[config.mk]
export PLATFORM = sky130hd
export DESIGN_NAME = smram_gate
export DESIGN_NICKNAME = d
export VERILOG_FILES = /design/src/rtl/smram_pkg.sv /design/src/rtl/smram_ctrl.sv /design/src/rtl/smram_dp.sv /design/src/rtl/smram_gate.sv
export SDC_FILE = /design/constraint.sdc
export NUM_CORES = 1
export LEC_CHECK = 0
export BUFFER_PORTS_ARGS = -buffer_cell sky130_fd_sc_hd__clkbuf_2
export CAP_MARGIN = 25
export CORE_AREA = 2 2 39 41
export DETAILED_ROUTE_END_ITERATION = 8
export DIE_AREA = 0 0 41 43
export PLACE_DENSITY_LB_ADDON = 0.08
export SLEW_MARGIN = 40
export SYNTH_ARGS = -nofsm -noshare
export SYNTH_HDL_FRONTEND = slang
export SYNTH_HIERARCHICAL = 1
export SYNTH_SLANG_ARGS = --single-unit
export TNS_END_PERCENT = 20
[constraint.sdc]
create_clock -name clk -period 1.8 [get_ports clk]
set_input_delay 0.36 -clock clk [delete_from_list [all_inputs] [get_ports clk]]
set_output_delay 0.36 -clock clk [all_outputs]
set_load 0.02 [all_outputs]
[src/rtl/smram_pkg.sv]
package smram_pkg;

  // Routing decision handed from control to datapath each cycle.
  typedef struct packed {
    logic prot;
    logic sys;
    logic deny;
  } route_t;

endpackage

[src/rtl/smram_ctrl.sv]
module smram_ctrl
  import smram_pkg::*;
#(
  parameter int MW = 3,
  parameter logic [MW-1:0] CPU_ID = '0
) (
  input  logic          clk,
  input  logic          rstN,
  input  logic          openSet,
  input  logic          openClr,
  input  logic          lockSet,
  input  logic          addrValid,
  input  logic          inWin,
  input  logic [MW-1:0] masterId,
  input  logic          smiActive,
  input  logic          bypassEn,
  output route_t        route,
  output logic          openState,
  output logic          lockState
);

  logic isCpu;
  logic cpuMayEnter;

  // Open control and its lock.
  always_ff @(posedge clk) begin
    if (!rstN) begin
      openState <= 1'b0;
      lockState <= 1'b0;
    end else begin
      if (lockSet) lockState <= 1'b1;
      if (openClr) openState <= 1'b0;
      else if (openSet && !lockState) openState <= 1'b1;
    end
  end

  assign isCpu       = (masterId == CPU_ID);
  assign cpuMayEnter = (smiActive && !bypassEn) || (!smiActive && openState);

  always_comb begin
    route = '0;
    if (addrValid) begin
      if (inWin && isCpu && cpuMayEnter) begin
        route.prot = 1'b1;
      end else begin
        route.sys  = 1'b1;
        route.deny = inWin && !isCpu && openState;
      end
    end
  end

  assert_lock_blocks_R9: assert property (@(posedge clk) disable iff (!rstN)
    (lockState && !openState) |=> !openState);

  assert_lock_sticky_R9: assert property (@(posedge clk) disable iff (!rstN)
    lockState |=> lockState);

  assert_open_holds_R4: assert property (@(posedge clk) disable iff (!rstN)
    (openState && !openClr) |=> openState);

  assert_clear_wins_R4: assert property (@(posedge clk) disable iff (!rstN)
    openClr |=> !openState);

endmodule

[src/rtl/smram_dp.sv]
module smram_dp
  import smram_pkg::*;
#(
  parameter int AW = 32,
  parameter logic [AW-1:0] WIN_BASE = AW'('h38000),
  parameter logic [AW-1:0] WIN_LAST = AW'('h3FFFF)
) (
  input  logic          clk,
  input  logic          rstN,
  input  logic [AW-1:0] addr,
  input  route_t        route,
  output logic          inWin,
  output logic          selProt,
  output logic          selSys,
  output logic          denied
);

  assign inWin = (addr >= WIN_BASE) && (addr <= WIN_LAST);

  always_ff @(posedge clk) begin
    if (!rstN) begin
      selProt <= 1'b0;
      selSys  <= 1'b0;
      denied  <= 1'b0;
    end else begin
      selProt <= route.prot;
      selSys  <= route.sys;
      denied  <= route.deny;
    end
  end

  assert_sel_onehot_R7: assert property (@(posedge clk) disable iff (!rstN)
    $onehot0({selProt, selSys}));

  assert_deny_with_sys_R7: assert property (@(posedge clk) disable iff (!rstN)
    denied |-> selSys);

endmodule

[src/rtl/smram_gate.sv]
module smram_gate
  import smram_pkg::*;
#(
  parameter int AW = 32,
  parameter int MW = 3,
  parameter logic [MW-1:0] CPU_ID = '0,
  parameter logic [AW-1:0] WIN_BASE = AW'('h38000),
  parameter logic [AW-1:0] WIN_LAST = AW'('h3FFFF)
) (
  input  logic          clk,
  input  logic          rstN,
  input  logic          addrValid,
  input  logic [AW-1:0] addr,
  input  logic [MW-1:0] masterId,
  input  logic          smiActive,
  input  logic          bypassEn,
  input  logic          openSet,
  input  logic          openClr,
  input  logic          lockSet,
  output logic          selProt,
  output logic          selSys,
  output logic          denied
);

  route_t route;
  logic   inWin;
  logic   openState;
  logic   lockState;

  smram_ctrl #(.MW(MW), .CPU_ID(CPU_ID)) i_ctrl (
    .clk(clk), .rstN(rstN),
    .openSet(openSet), .openClr(openClr), .lockSet(lockSet),
    .addrValid(addrValid), .inWin(inWin), .masterId(masterId),
    .smiActive(smiActive), .bypassEn(bypassEn),
    .route(route), .openState(openState), .lockState(lockState)
  );

  smram_dp #(.AW(AW), .WIN_BASE(WIN_BASE), .WIN_LAST(WIN_LAST)) i_dp (
    .clk(clk), .rstN(rstN), .addr(addr), .route(route),
    .inWin(inWin), .selProt(selProt), .selSys(selSys), .denied(denied)
  );

  assert_dma_never_prot_R5: assert property (@(posedge clk) disable iff (!rstN)
    (addrValid && masterId != CPU_ID) |=> !selProt);

  assert_idle_quiet_R7: assert property (@(posedge clk) disable iff (!rstN)
    !addrValid |=> (!selProt && !selSys && !denied));

  assert_outside_sys_R2: assert property (@(posedge clk) disable iff (!rstN)
    (addrValid && !inWin) |=> (selSys && !denied));

  assert_closed_no_prot_R3: assert property (@(posedge clk) disable iff (!rstN)
    (addrValid && !smiActive && !openState) |=> !selProt);

  assert_smi_grant_R1: assert property (@(posedge clk) disable iff (!rstN)
    (addrValid && inWin && masterId == CPU_ID && smiActive && !bypassEn) |=> selProt);

  assert_reset_clear_R8: assert property (@(posedge clk)
    !rstN |=> (!selProt && !selSys && !denied && !openState && !lockState));

endmodule

==> out/results.ini, run 1 <==
[run_status]
status = finished, final reports clean

[setup_path]
reg2reg_depth = 3
rrSetupSlack_ns = 0.82
rr_endpoint = i_dp/selProt$_SDFF_PN0_
crit_path_top_delay_cell = nor4_2
crit_path_cell_trace = clkbuf_2 > nor4_2 > nand4_1 > nor4_2 > and2_1 > and4_1 > and2_1
crit_type = in -> reg
cp.arrival_ns = 1.53
max_stage_delay_ns = 0.26
reg2reg_from = i_ctrl/openState$_SDFFE_PP0P_
critPathMaxFanout = 3
cp-end-kind = flip-flop
start_kind = primary input
critPathRequiredTime_ns = 1.98

[logic_synthesis]
synth-main-ff-cell = dfxtp_1
synth_edf_count = 0
syn_nets = 70
yosysTopAreaCell = dfxtp_1
ys_warn_count = 6
async_reset_ff_frac = 0
yosys-top-cells-count = dfxtp_1 (5), and2_1 (4), inv_1 (2), nor2_1 (2), nor4_2 (2)
ys_types = 17
yosysMostFrequentCell = dfxtp_1
yosys_register_bits = 5
syn_area_um2 = 279
synth_area_leaders = dfxtp_1 (36%), and2_1 (9.0%), nor4_2 (9.0%)
seq_area_frac_synth = 0.359
synth_top_area_frac = 0.359
syn_area_per_cell_um2 = 10.3
synth_cells = 27

[flow_run]
maxCapViolCount = 0

[clocking]
clock_sinks = 5
htreeDepth = 1
cts_resized = 0
clock_path_buffers = 2
clock_latency_ns = 0.24
cts_tree = done
path_clk_slew_ns = 0.04
postCtsHoldBufs = 0
root_buffer = clkbuf_4
cts-buffers-inserted = 3
cts_setup_buffers = 0

[sta]
layout_min_cycle_time_ns = 1.35
timing.fmax_mhz = 743
setup_tns_ns = 0
timing.hold.ws_ns = 0.325
rsz0062_at_grt = no
drv_slew = 0
post-route-period-util = 0.747
skew_ns = 0.00105
final-hold-violation-count = 0
worst_pin_slew_ns = 0.330
slew_headroom = 0.778
setup_viol = 0

[min_path]
hold_class = in -> reg
min_to = i_ctrl/lockState$_SDFFE_PN0P_
min_from = lockSet
whs_path_depth = 2

[power_and_ir_drop]
netSwitchingFraction = 0.220
p_comb_frac = 0.169
power_frac_clock = 0.433
p_sw_w = 0.0000644
power_frac_seq = 0.398
ir_drop_mv = 0.143
p_per_area_nw_per_um2 = 617
p_int_w = 0.000229
leakage_nw = 0.250

[routing]
vias = 315
viasPerCell = 4.09
drtAntennaViolNets = 0
drc = 0
drt_wl_total_um = 645
first_pass_iters = 1
drt-initial-drc-count = 0
wire_per_inst_um = 8.38

[grt]
antenna_found_initial = 0
grt_pass1_vias = 296
overflow = 0
grt_use_met2 = 0.122
grt_pass1_wl_mm = 1.06
grt_use_met3 = 0.0157
met1_usage = 0.112
grt_max_degree = 6
top_usage_layer = met2
track_usage = 0.0893

[placed_design]
place.gp.congestion = 0.583
io_buffer_count = 30
dp_hpwl_um = 596

[floorplanning]
ios = 46
fp-row-count = 14
dieArea_um2 = 1760
start_util = 0.202
die_w_um = 41
die_y_um = 43
core_area_um2 = 1380

[finish]
synthToLayoutAreaGrowth_pct = 70.4
diodes = 0
drive_gt1_frac = 0.639
fin_nets = 105

-- placed cells by master, fill, tap and decap left out, types with 2 or more instances in the layout --
cell       n
and2_1     4
nor2_1     2
dfxtp_1    5
nor4_2     2
clkbuf_4   3
clkbuf_2  30
inv_1      2
-- area by class of cell --
class | count | area, um^2
clock buffers | 4 | 26.3
fillers | 160 | 908
inverters | 2 | 7.51
multi-input cells | 20 | 171
flip-flops and latches | 5 | 100
well taps | 16 | 20.0
repair buffers | 30 | 150
-- state kept, by name, indices dropped and copies added (netlist names) --
name / flops
i_ctrl/openState: 1
i_dp/selProt: 1
i_dp/selSys: 1
i_dp/denied: 1
i_ctrl/lockState: 1
-- worst max-delay path, delay by kind of cell --
kind | cells | cell delay [ns]
AND/OR/NAND/NOR | 6 | 1.08
buffers and inverters | 1 | 0.08
-- cells by family after synthesis --
kind of cell | synth area share
flip-flops | 0.359
AO/OA/AOI/OAI | 0.121
AND/OR/NAND/NOR | 0.493
buffers and inverters | 0.0269
-- power groups by stage --
| stage | clock network (W) | logic (W) | registers (W) |
|---|---|---|---|
| floorplan | 0 | 0.0000131 | 0.000120 |
| global placement | 0 | 0.0000503 | 0.000119 |
| detailed placement | 0 | 0.0000503 | 0.000119 |
| CTS | 0.000134 | 0.0000505 | 0.000117 |
| global route | 0.000145 | 0.0000555 | 0.000117 |
| finish | 0.000127 | 0.0000495 | 0.000117 |
-- worst max-delay path by stage --
stage	startpoint	end	slack, ns	cells past startpoint
floorplan	addr[21]	i_dp/selProt$_SDFF_PN0_	0.38	6
global placement	addr[26]	i_dp/selProt$_SDFF_PN0_	0.14	7
detailed placement	addr[26]	i_dp/selProt$_SDFF_PN0_	0.18	7
CTS	addr[26]	i_dp/selProt$_SDFF_PN0_	0.43	7
global route	addr[26]	i_dp/selProt$_SDFF_PN0_	0.30	7
finish	addr[26]	i_dp/selProt$_SDFF_PN0_	0.45	7
-- metal layers --
layer / up-vias / wire (um)
met5: - / 0
met4: 0 / 0
met3: 0 / 79
met2: 20 / 323
met1: 129 / 243
li1: 166 / -
-- through the flow --
step                 util  area [um^2]  worst slack [ns]  cells  total power, W
CTS                 0.344          475             0.435     77        0.000302
floorplan               -          279             0.379     27        0.000133
global placement    0.325          449             0.143     73        0.000169
global route        0.344          475             0.296     77        0.000317
detailed placement  0.325          449             0.182     73        0.000169
finish              0.344          475             0.455     77        0.000293
(Power assumes the default switching activity.)
==> run 2: changes to the inputs <==
--- a/config.mk
+++ b/config.mk
@@ -5,6 +5,7 @@
 export SDC_FILE = /design/constraint.sdc
 export NUM_CORES = 1
 export LEC_CHECK = 0
+export ABC_AREA = 1
 export BUFFER_PORTS_ARGS = -buffer_cell sky130_fd_sc_hd__clkbuf_2
 export CAP_MARGIN = 25
 export CORE_AREA = 2 2 39 41
==> constraint.sdc (replaced) <==
create_clock -name clk -period 1.1 [get_ports clk]
set_input_delay 0.22 -clock clk [delete_from_list [all_inputs] [get_ports clk]]
set_output_delay 0.22 -clock clk [all_outputs]
set_load 0.02 [all_outputs]
==> out/results.ini, run 2 <==
[run_status]
status = finished, final reports clean

[setup_path]
start_kind = flip-flop
cp_num_buf_inv = 1
crit_end = denied
crit_path_cell_trace = clkbuf_2
critPathRequiredTime_ns = 0.88
cp.arrival_ns = 0.69
critPathMaxFanout = 1
crit_type = reg -> out
cp_top_family = flip-flops
rrSetupSlack_ns = 0.31
reg2reg_from = i_ctrl/openState$_SDFFE_PP0P_
rr_endpoint = i_dp/selSys$_SDFF_PN0_
crit_path_top_delay_cell = dfxtp_1
worst-path-stages = 1
reg2reg_depth = 5
cp-end-kind = output pin
cp-startpoint = i_dp/denied$_SDFF_PN0_
max_stage_delay_ns = 0.30

[sta]
setup_tns_ns = 0
timing.fmax_mhz = 1090
skew_ns = 0.00110
post-route-period-util = 0.831
timing.hold.ws_ns = 0.141
worst_pin_slew_ns = 0.169
final-hold-violation-count = 0
slew_headroom = 0.887
layout_min_cycle_time_ns = 0.914
drv_slew = 0
setup_viol = 0
rsz0062_at_grt = no

[logic_synthesis]
synth-main-ff-cell = dfxtp_1
ys_types = 11
seq_area_frac_synth = 0.342
yosysMostFrequentCell = inv_1
synth_area_leaders = dfxtp_1 (34%), inv_1 (18%), nor2_1 (14%)
synth_top_area_frac = 0.342
yosys-top-cells-count = inv_1 (14), nor2_1 (11), nand2_1 (9)
synth_cells = 49
async_reset_ff_frac = 0
syn_nets = 92
yosysTopAreaCell = dfxtp_1
syn_area_per_cell_um2 = 5.98
syn_area_um2 = 293
synth_edf_count = 0
yosys_register_bits = 5
ys_warn_count = 6

[routing]
drt_wl_total_um = 637
wire_per_inst_um = 6.43
drtAntennaViolNets = 0
drc = 0
first_pass_iters = 2
viasPerCell = 3.78
drt-initial-drc-count = 4
vias = 374

[power_and_ir_drop]
p_per_area_nw_per_um2 = 1000
total_power_w = 0.000491
ir_drop_mv = 0.656
leakage_nw = 0.313

[clocking]
cts-buffers-inserted = 3
root_buffer = clkbuf_4
clock_path_buffers = 2
cts_resized = 0
postCtsHoldBufs = 0
path_clk_slew_ns = 0.04
cts_setup_buffers = 0
htreeDepth = 1
cts_tree = done
clock_sinks = 5
clock_latency_ns = 0.24

[floorplanning]
dieArea_um2 = 1760
die_y_um = 43
die_w_um = 41
start_util = 0.212
fp-row-count = 14
ios = 46
core_area_um2 = 1380

[placed_design]
io_buffer_count = 30
place.gp.congestion = 0.631
placed_cell_area_um2 = 463
dp_hpwl_um = 584

[grt]
track_usage = 0.0962
grt_pass1_vias = 334
overflow = 0
grt_pass1_wl_mm = 1.14
grt_max_degree = 5
antenna_found_initial = 0

[finish]
synthToLayoutAreaGrowth_pct = 67.1
diodes = 0
final_cell_mix = clkbuf_2 (30), inv_1 (14), nor2_1 (11)
fin_nets = 127
design_area_um2 = 489
layout_commonest_cell = clkbuf_2
drive_gt1_frac = 0.446

[flow_run]
maxCapViolCount = 0

[min_path]
hold_class = in -> reg
min_from = openClr

## run 2: changes by cell type after synthesis, sizes merged, moves of 2 or more
cell and change:
nor2 +10, a21oi +2, and2 -4, inv +12, nand2 +8, nand3 +3, nor4 -2
## run 2: routing by layer
| layer | up-vias | routed length (um) | GRT usage |
|---|---|---|---|
| met1 | 145 | 246 | 0.0958 |
| met5 | - | 0 | 0 |
| li1 | 212 | - | - |
| met2 | 17 | 325 | 0.159 |
| met4 | 0 | 0 | 0.0200 |
| met3 | 0 | 65 | 0.0628 |
## run 2: logic make-up (layout without fill, tap and decap cells)
kind of cell	after synthesis	in the layout	share of synthesized area
AND/OR/NAND/NOR	27	27	0.415
buffers and inverters	14	48	0.179
flip-flops	5	5	0.342
AO/OA/AOI/OAI	3	3	0.0641
## run 2: where the power goes
group          leakage (nW)   total, W  switching, W  internal (W)
clock network        0.0150   0.000215     0.0000775      0.000137
logic                 0.257  0.0000849     0.0000362     0.0000486
registers            0.0410   0.000191    0.00000315      0.000188
total                 0.313   0.000491      0.000117      0.000374
## run 2: cell type report
| cell class | count | area (um^2) |
|---|---|---|
| fillers | 168 | 895 |
| clock buffers | 4 | 26.3 |
| well taps | 16 | 20.0 |
| inverters | 14 | 52.6 |
| multi-input cells | 30 | 140 |
| flip-flops and latches | 5 | 100 |
| repair buffers | 30 | 150 |
## run 2: stage by stage
step           cells  setup WS, ns   util
2_1_floorplan     49         0.119      -
3_3_place_gp      95       -0.0623  0.335
3_5_place_dp      95       -0.0750  0.335
4_1_cts           99         0.170  0.354
5_1_grt           99        0.0363  0.354
6_report          99         0.186  0.354
## run 2: how the worst min path moves through the flow
stage | endpoint | cells past startpoint
floorplan | i_ctrl/openState$_SDFFE_PP0P_ | 1
global placement | i_ctrl/openState$_SDFFE_PP0P_ | 2
detailed placement | i_ctrl/openState$_SDFFE_PP0P_ | 2
CTS | i_ctrl/openState$_SDFFE_PP0P_ | 2
global route | i_ctrl/openState$_SDFFE_PP0P_ | 2
finish | i_ctrl/openState$_SDFFE_PP0P_ | 2
==> run 3: changes to the inputs <==
==> constraint.sdc (replaced) <==
create_clock -name clk -period 1 [get_ports clk]
set_input_delay 0.2 -clock clk [delete_from_list [all_inputs] [get_ports clk]]
set_output_delay 0.2 -clock clk [all_outputs]
set_load 0.02 [all_outputs]
==> out/results.ini, run 3 (synthesis gave the netlist of run 2 again) <==
[sta]
setup_ws_ns = 0.106
worst_pin_slew_ns = 0.145
final-hold-violation-count = 0
timing.hold.ws_ns = 0.121
drv_slew = 0
slew_headroom = 0.903
layout_min_cycle_time_ns = 0.894
rsz0062_at_grt = no
skew_ns = 0.00110
setup_tns_ns = 0
post-route-period-util = 0.894
setup_viol = 0
timing.fmax_mhz = 1120

[setup_path]
critPathMaxFanout = 1
crit_type = reg -> out
crit_path_top_delay_cell = dfxtp_1
cp-end-kind = output pin
crit_path_cell_trace = clkbuf_2
start_kind = flip-flop
cp_top_family = flip-flops
critPathRequiredTime_ns = 0.80
cp.arrival_ns = 0.69
max_stage_delay_ns = 0.30
cp_num_buf_inv = 1

[grt]
grt_pass1_vias = 334
antenna_found_initial = 0
grt_use_met3 = 0.0628
grt_max_degree = 5
overflow = 0
grt_pass1_wl_mm = 1.14
met1_usage = 0.0958
top_usage_layer = met2
track_usage = 0.0962
grt_use_met2 = 0.159

[placed_design]
dp_hpwl_um = 584
place.gp.congestion = 0.631
dp_slack_ns = -0.155
io_buffer_count = 30

[floorplanning]
start_util = 0.212
dieArea_um2 = 1760
die_y_um = 43
core_area_um2 = 1380
ios = 46
fp-row-count = 14
die_w_um = 41

[run_status]
status = finished, final reports clean

[finish]
fin_nets = 127
final_cell_mix = clkbuf_2 (30), inv_1 (14), nand2_1 (9), nor2_1 (9), dfxtp_1 (5)
drive_gt1_frac = 0.470
final_util = 0.357
synthToLayoutAreaGrowth_pct = 68.8
diodes = 0
layout_commonest_cell = clkbuf_2

[power_and_ir_drop]
p_comb_frac = 0.175
total_power_w = 0.000541
netSwitchingFraction = 0.239
power_frac_clock = 0.437
p_int_w = 0.000412
p_per_area_nw_per_um2 = 1090
leakage_nw = 0.313
ir_drop_mv = 0.722
p_sw_w = 0.000130
power_frac_seq = 0.389

[routing]
wire_per_inst_um = 6.45
first_pass_iters = 2
vias = 374
drtAntennaViolNets = 0
drt-initial-drc-count = 4
viasPerCell = 3.78
drt_wl_total_um = 639
drc = 0

[clocking]
root_buffer = clkbuf_4
cts_tree = done
cts-buffers-inserted = 3
clock_latency_ns = 0.24
htreeDepth = 1
clock_sinks = 5
path_clk_slew_ns = 0.04
cts_setup_buffers = 0
clock_path_buffers = 2

[flow_run]
maxCapViolCount = 0

[min_path]
hold_class = in -> reg

## run 3: cell counts in the layout (fill, tap and decap cells not counted)
Identical to the previous run, type by type.
## run 3: final timing paths
| check | from | slack (ns) | end | depth (start not counted) |
|---|---|---|---|---|
| min | openClr | 0.12 | i_ctrl/openState$_SDFFE_PP0P_ | 2 |
| max reg2reg | i_ctrl/openState$_SDFFE_PP0P_ | 0.21 | i_dp/selSys$_SDFF_PN0_ | 5 |
| max | i_dp/denied$_SDFF_PN0_ | 0.11 | denied | 1 |
| min reg2reg | i_ctrl/lockState$_SDFFE_PN0P_ | 0.48 | i_ctrl/lockState$_SDFFE_PN0P_ | 2 |
## run 3: repair_timing
item | CTS | global route
endpoints found under the hold margin | 0 | 0
resized for setup | 0 | 2
endpoints found under the setup margin | 0 | 2
hold buffers | 0 | 0
## run 3: per-layer routing
metal,wire length [um],part of all wire
met1,249,0.39
met2,323,0.51
met3,65,0.10
met4,0,0
met5,0,0
## run 3: layout make-up
class / instances / area (um^2)
fillers: 168 / 890
clock buffers: 4 / 26.3
well taps: 16 / 20.0
multi-input cells: 30 / 145
flip-flops and latches: 5 / 100
repair buffers: 30 / 150
inverters: 14 / 52.6
## run 3: worst register-to-register path: stages (launching register included)
cell and delay (ns):
dfxtp_1 0.33, o21ai_2 0.17, nor2_1 0.06, nor2_1 0.08
nand2_1 0.06, inv_1 0.04
## run 3: through the flow
stage	instances	area (um^2)
after detailed placement	95	463
final	99	494
after CTS	99	489
after global routing	99	494
after floorplan	49	293
after global placement	95	463
## run 3: power groups by stage
stage / clock network [W] / registers (W) / logic [W]
detailed placement: 0 / 0.000214 / 0.0000951
global route: 0.000263 / 0.000211 / 0.000112
global placement: 0 / 0.000214 / 0.0000939
finish: 0.000236 / 0.000210 / 0.0000944
CTS: 0.000250 / 0.000210 / 0.0000957
floorplan: 0 / 0.000216 / 0.0000331
